<file path="config.mk">
export PLATFORM = sky130hd
export DESIGN_NAME = txstat_stack
export DESIGN_NICKNAME = d
export VERILOG_FILES = /design/src/rtl/txstat_pkg.sv /design/src/rtl/txstat_fifo.sv /design/src/rtl/txstat_lock.sv /design/src/rtl/txstat_stack.sv
export SDC_FILE = /design/constraint.sdc
export NUM_CORES = 1
export LEC_CHECK = 0
export CORE_UTILIZATION = 61
export DETAILED_ROUTE_END_ITERATION = 8
export PLACE_DENSITY = 0.84
export SLEW_MARGIN = 5
export SYNTH_ARGS = -nofsm -noshare
export SYNTH_HDL_FRONTEND = slang
export SYNTH_HIERARCHICAL = 1
export SYNTH_SLANG_ARGS = --single-unit
</file>
<file path="constraint.sdc">
create_clock -name clk -period 4.6 [get_ports clk]
set_input_delay 0.92 -clock clk [delete_from_list [all_inputs] [get_ports clk]]
set_output_delay 0.92 -clock clk [all_outputs]
set_load 0.02 [all_outputs]
</file>
<file path="src/rtl/txstat_pkg.sv">
package txstat_pkg;

    localparam int unsigned STAT_W    = 8;
    localparam int unsigned B_DONE    = 7;
    localparam int unsigned B_IRQ     = 6;
    localparam int unsigned B_JABBER  = 5;
    localparam int unsigned B_UNDERUN = 4;
    localparam int unsigned B_MAXCOLL = 3;
    localparam int unsigned B_OVFL    = 2;

    typedef struct packed {
        logic irq;
        logic jabber;
        logic underrun;
        logic max_coll;
    } tx_flags_t;

    function automatic logic [STAT_W-1:0] pack_status(input tx_flags_t f);
        logic [STAT_W-1:0] b;
        b            = '0;
        b[B_DONE]    = 1'b1;
        b[B_IRQ]     = f.irq;
        b[B_JABBER]  = f.jabber;
        b[B_UNDERUN] = f.underrun;
        b[B_MAXCOLL] = f.max_coll;
        return b;
    endfunction

endpackage

</file>
<file path="src/rtl/txstat_fifo.sv">
module txstat_fifo
    import txstat_pkg::*;
#(
    parameter int unsigned DEPTH = 4
) (
    input  logic              clk,
    input  logic              rst_n,
    input  logic              clr_i,
    input  logic              push_i,
    input  logic              pop_i,
    input  logic              mark_i,
    input  logic [STAT_W-1:0] wdata_i,
    output logic [STAT_W-1:0] rdata_o,
    output logic              empty_o,
    output logic              full_o
);

    localparam int unsigned PW = (DEPTH > 1) ? $clog2(DEPTH) : 1;
    localparam int unsigned CW = $clog2(DEPTH + 1);
    localparam logic [PW-1:0] LAST = PW'(DEPTH - 1);

    typedef struct packed {
        logic [PW-1:0] head;
        logic [PW-1:0] tail;
        logic [CW-1:0] count;
    } ptr_t;

    ptr_t s_d, s_q;
    logic [STAT_W-1:0] mem_d [DEPTH];
    logic [STAT_W-1:0] mem_q [DEPTH];

    function automatic logic [PW-1:0] wrap_inc(input logic [PW-1:0] p);
        return (p == LAST) ? '0 : p + 1'b1;
    endfunction

    logic          do_pop;
    logic [PW-1:0] newest;

    always_comb begin
        s_d    = s_q;
        mem_d  = mem_q;
        do_pop = pop_i && (s_q.count != '0);
        newest = (s_q.tail == '0) ? LAST : s_q.tail - 1'b1;
        if (clr_i) begin
            s_d.head  = '0;
            s_d.tail  = '0;
            s_d.count = '0;
        end else begin
            if (mark_i && (s_q.count != '0)) begin
                mem_d[newest][B_OVFL] = 1'b1;
            end
            if (push_i) begin
                mem_d[s_q.tail] = wdata_i;
                s_d.tail        = wrap_inc(s_q.tail);
            end
            if (do_pop) begin
                s_d.head = wrap_inc(s_q.head);
            end
            s_d.count = s_q.count + CW'(push_i) - CW'(do_pop);
        end
    end

    always_ff @(posedge clk) begin
        if (!rst_n) begin
            s_q <= '0;
            for (int i = 0; i < DEPTH; i++) mem_q[i] <= '0;
        end else begin
            s_q   <= s_d;
            mem_q <= mem_d;
        end
    end

    assign empty_o = (s_q.count == '0);
    assign full_o  = (s_q.count == CW'(DEPTH));
    assign rdata_o = empty_o ? '0 : mem_q[s_q.head];

    a_r3_count_bound: assert property (@(posedge clk) disable iff (!rst_n)
        s_q.count <= CW'(DEPTH));

    a_r4_empty_pop_idle: assert property (@(posedge clk) disable iff (!rst_n)
        (empty_o && pop_i && !push_i && !clr_i) |=> empty_o);

    a_r5_full_stays_full: assert property (@(posedge clk) disable iff (!rst_n)
        (full_o && mark_i && !pop_i && !clr_i) |=> full_o);

    a_r8_clear_empties: assert property (@(posedge clk) disable iff (!rst_n)
        clr_i |=> (empty_o && rdata_o == '0));

endmodule

</file>
<file path="src/rtl/txstat_lock.sv">
module txstat_lock (
    input  logic clk,
    input  logic rst_n,
    input  logic clr_i,
    input  logic done_i,
    input  logic fatal_i,
    input  logic notify_i,
    output logic hold_o,
    output logic evt_o
);

    typedef struct packed {
        logic hold;
        logic evt;
    } lock_t;

    lock_t l_d, l_q;

    always_comb begin
        l_d     = l_q;
        l_d.evt = done_i && notify_i && !clr_i;
        if (clr_i) begin
            l_d.hold = 1'b0;
        end else if (done_i && fatal_i) begin
            l_d.hold = 1'b1;
        end
    end

    always_ff @(posedge clk) begin
        if (!rst_n) l_q <= '0;
        else        l_q <= l_d;
    end

    assign hold_o = l_q.hold;
    assign evt_o  = l_q.evt;

    a_r7_hold_sticky: assert property (@(posedge clk) disable iff (!rst_n)
        (hold_o && !clr_i) |=> hold_o);

    a_r8_reset_releases: assert property (@(posedge clk) disable iff (!rst_n)
        clr_i |=> (!hold_o && !evt_o));

    a_r6_evt_follows_done: assert property (@(posedge clk) disable iff (!rst_n)
        evt_o |-> $past(done_i));

    a_r6_evt_single: assert property (@(posedge clk) disable iff (!rst_n)
        (evt_o && !done_i) |=> !evt_o);

endmodule

</file>
<file path="src/rtl/txstat_stack.sv">
module txstat_stack
    import txstat_pkg::*;
#(
    parameter int unsigned DEPTH = 4
) (
    input  logic              clk,
    input  logic              rst_n,
    input  logic              done_i,
    input  logic              irq_req_i,
    input  logic              jabber_i,
    input  logic              underrun_i,
    input  logic              max_coll_i,
    input  logic              pop_i,
    input  logic              tx_reset_i,
    output logic [STAT_W-1:0] status_o,
    output logic              done_evt_o,
    output logic              tx_hold_o
);

    tx_flags_t         flags;
    logic [STAT_W-1:0] new_byte;
    logic              full, empty, push, mark, fatal, notify;

    always_comb begin
        flags.irq      = irq_req_i;
        flags.jabber   = jabber_i;
        flags.underrun = underrun_i;
        flags.max_coll = max_coll_i;
        new_byte       = pack_status(flags);
        fatal          = jabber_i || underrun_i;
        notify         = irq_req_i || jabber_i || underrun_i || max_coll_i;
        push           = done_i && !tx_reset_i && (!full || pop_i);
        mark           = done_i && !tx_reset_i && full && !pop_i;
    end

    txstat_fifo #(.DEPTH(DEPTH)) i_fifo (
        .clk     (clk),
        .rst_n   (rst_n),
        .clr_i   (tx_reset_i),
        .push_i  (push),
        .pop_i   (pop_i),
        .mark_i  (mark),
        .wdata_i (new_byte),
        .rdata_o (status_o),
        .empty_o (empty),
        .full_o  (full)
    );

    txstat_lock i_lock (
        .clk      (clk),
        .rst_n    (rst_n),
        .clr_i    (tx_reset_i),
        .done_i   (done_i),
        .fatal_i  (fatal),
        .notify_i (notify),
        .hold_o   (tx_hold_o),
        .evt_o    (done_evt_o)
    );

    a_r2_low_bits_zero: assert property (@(posedge clk) disable iff (!rst_n)
        status_o[1:0] == 2'b00);

    a_r2_head_complete: assert property (@(posedge clk) disable iff (!rst_n)
        !empty |-> status_o[B_DONE]);

    a_r9_pop_push_full: assert property (@(posedge clk) disable iff (!rst_n)
        (full && done_i && pop_i && !tx_reset_i) |=> !empty);

endmodule

</file>
==> summary.md <==
| Metric | Value |
|---|---|
| Status | `finished, final reports clean` |
| CTS tree | `done` |
| Tcrit/Tclk final | `about three quarters` |
| First-pass GRT wire length | `~6700 um` |
| Largest net degree at the start of global routing | `36` |
| Power density over the cells | `roughly 270 nW/um^2` |
| Fmax | `approximately 290 MHz` |
| Layout cells sized above 1 | `8.80%` |
| Area of the multi-input gates | `between 1000 and 1500 um^2` |
| Vias in the first global route | `between 1000 and 1500` |
| CP Capture Type | `primary output` |
| Horiz. Die Dim | `approximately 60 um` |
| Largest fanout on the critical path | `11` |
| Final core occ | `between 70% and 80%` |
| Overall routed net length | `4090 um` |
| CTS root buffer | `clkbuf_4` |
| Worst hold path depth | `1` |
| Total die area | `about 3600 um^2` |
| DR iter-0 viols | `84` |
| RSZ-0062 raised after global routing | `false` |
| Post-CTS Setup Bufs | `0` |
| IO buf count | `18` |
| TNS Setup | `0 ns` |
| R2r worst-path depth | `7` |
| Synth warn | `6` |
| Final hold vios | `0` |
| Num CTS Buffers | `5` |
| H-tree levels | `2` |
| Max clock buf depth | `2` |
| Yosys top cell by area | `dfxtp_1` |
| Crit Path Category | `flop to primary output` |
| Clock Latency Late Sink | `between 0.3 and 0.4 ns` |
| # setup viols final | `0` |
| Setup slack at placement | `around 0.96 ns` |
| Min Clock Period, post-route | `roughly 3.4 ns` |
| NumNets Final | `around 230` |
| Worst Hold Class | `flop to flop` |
| Area growth syn-to-layout | `12.9%` |
| Rows | `20` |
| Post-DP HPWL | `around 2800 um` |
| Antenna violations before repair | `0` |
| Largest stage delay, worst path | `~0.80 ns` |
| Clock sinks | `41` |
| Commonest non-fill, non-tap cell in the layout | `dfxtp_1` |
| Worst Setup SP | `i_fifo/s_q[5]` |
| Critical path's top delay family | `flip-flops` |
| # DRC | `0` |
| Tightest Pin Transition | `a little over 1 ns` |
| Worst-path clk slew | `between 0.1 and 0.15 ns` |
| IO Pins | `19` |
| Synth cell types | `30` |
| Crit-path cells | `mux4_2, nor2b_1, clkdlybuf4s50_1` |
| Dpl cells | `around 250` |
| Starting Density | `~66%` |
| Die H | `between 60 and 70 um` |
| Vias/cell | `roughly 5.4` |
| Routed vias | `~1400` |
| Clk_skew | `0.00192 ns` |
| VDD IR max | `between 0.15 and 0.2 mV` |
| Grt ovf | `0` |
| Antenna-violating nets left | `0` |
| Router iterations before antenna repair | `4` |
| Min setup slack post-route | `about 1.2 ns` |
| Syn Std Cell Area | `around 2000 um^2` |
| Post-synthesis sequential area ratio | `between 30% and 40%` |
| Post-CTS Resized | `0` |
| Avg Inst Size Synth | `10.8 um^2` |
| Max-cap violations | `0` |
| Worst Path Required | `around 3.7 ns` |
| Hold wc startpoint | `i_fifo/mem_q[2]` |
| Total GRT Usage | `26.8%` |
| Most frequent cells in the layout | `dfxtp_1, nor2b_1, mux2i_1, clkdlybuf4s50_1, conb_1` |
| WL per Instance | `~16 um` |
| Leakage power | `about 1.1 nW` |
| Slew HR | `32.1%` |
| Crit-path slowest cell | `dfxtp_1` |
| Post-Synthesis Cells | `191` |
| GPL Wtd Cong | `roughly 0.80` |
| Pwr Total | `roughly 0.00063 W` |
| CP Launch Type | `flop` |
| Worst path bufs/invs | `1` |
| Top cell type's share of synthesized area | `about two fifths` |
| Finished Layout Cells | `260` |
| CP Depth | `3` |
| Fillers | `212` |
| Fin. max-slew vios | `0` |
| Core ar. | `around 3100 um^2` |
| Worst reg2reg startpoint | `i_fifo/s_q[1]` |
| Total inserted antenna cells | `0` |
| Hold-fix buffers, CTS | `0` |
| Critical path arrival | `roughly 2.5 ns` |
| Yosys reg bits | `41` |
| Reg area | `between 800 and 900 um^2` |
| Top cells by area, synth | `dfxtp_1, mux2i_1, nor2b_1, mux4_2, ha_1` |
==> registers in the layout (all words and copies together) (netlist names) <==
register / count
i_fifo/s_q: 7
i_fifo/mem_q: 32
i_lock/hold_o: 1
i_lock/evt_o: 1
==> stage by stage <==
stage	area [um^2]	hold slack (ns)
2_1_floorplan	2100	0.479
3_3_place_gp	2270	0.495
3_5_place_dp	2270	0.497
4_1_cts	2320	0.523
5_1_grt	2320	0.536
6_report	2320	0.529
==> cell type report <==
type,instances,area share [%]
multi-input combinational,137,50.1
sequential,41,35.3
timing repair buffer,18,7.75
clock buffer,7,2.37
tap,44,2.37
inverter,13,2.10
==> power breakdown <==
group	leakage, nW	internal (W)	switching (W)
Sequential	0.331	0.000362	0.00000794
Combinational	0.706	0.0000380	0.0000409
Clock	0.0314	0.0000723	0.000112
Total	1.07	0.000472	0.000161
==> worst register-to-register path, cell delays in order, from the launching register on <==
cell and delay [ns]:
dfxtp_1 0.47, inv_1 0.12, and3_2 0.20, nor2b_1 0.15, nor3b_1 0.82, nand3b_1 0.73
mux2i_1 0.35, nor2b_1 0.07
==> kinds of logic (layout without fill, tap and decap cells) <==
family,after synthesis,in the layout,share of synthesized area [%]
AND/OR/NAND/NOR,68,68,21.5
multiplexers,39,39,23.8
other,2,13,0.365
AO/OA/AOI/OAI,7,7,2.80
flip-flops,41,41,39.9
XOR/XNOR,2,2,0.851
adder cells (fa/ha/maj),8,8,5.23
buffers and inverters,24,38,5.59
==> per-layer routing <==
metal / GRT usage [%] / up-vias / part of all wire, %
met1: 32.5 / 662 / 44
met5: 0 / - / 0
li1: - / 690 / -
met2: 44.3 / 34 / 50
met3: 8.23 / 6 / 4.3
met4: 10.6 / 0 / 1.7
==> cell usage after synthesis (all sizes together) <==
| library cell | count |
|---|---|
| or3 | 2 |
| mux4 | 8 |
| inv | 13 |
| or2 | 1 |
| nand2 | 5 |
| and3b | 1 |
| o31ai | 1 |
| xnor2 | 2 |
| nor4bb | 4 |
| and3 | 1 |
| nor3 | 1 |
| buf | 7 |
| fa | 1 |
| nand2b | 1 |
| ha | 7 |
| o311a | 4 |
| a21oi | 2 |
| nor2 | 7 |
| nor3b | 3 |
| mux2i | 31 |
| clkbuf | 4 |
| and4b | 1 |
| nand3b | 4 |
| nor2b | 37 |
| dfxtp | 41 |
| conb | 2 |
==> path summary, 6_finish.rpt <==
kind / slack (ns) / to
max reg2reg: 1.60 / i_fifo/mem_q[16]
max: 1.20 / status_o[6]
min: 0.53 / i_fifo/mem_q[2]
min reg2reg: 0.53 / i_fifo/mem_q[2]
Note: power is estimated with default switching activity, not from simulation.
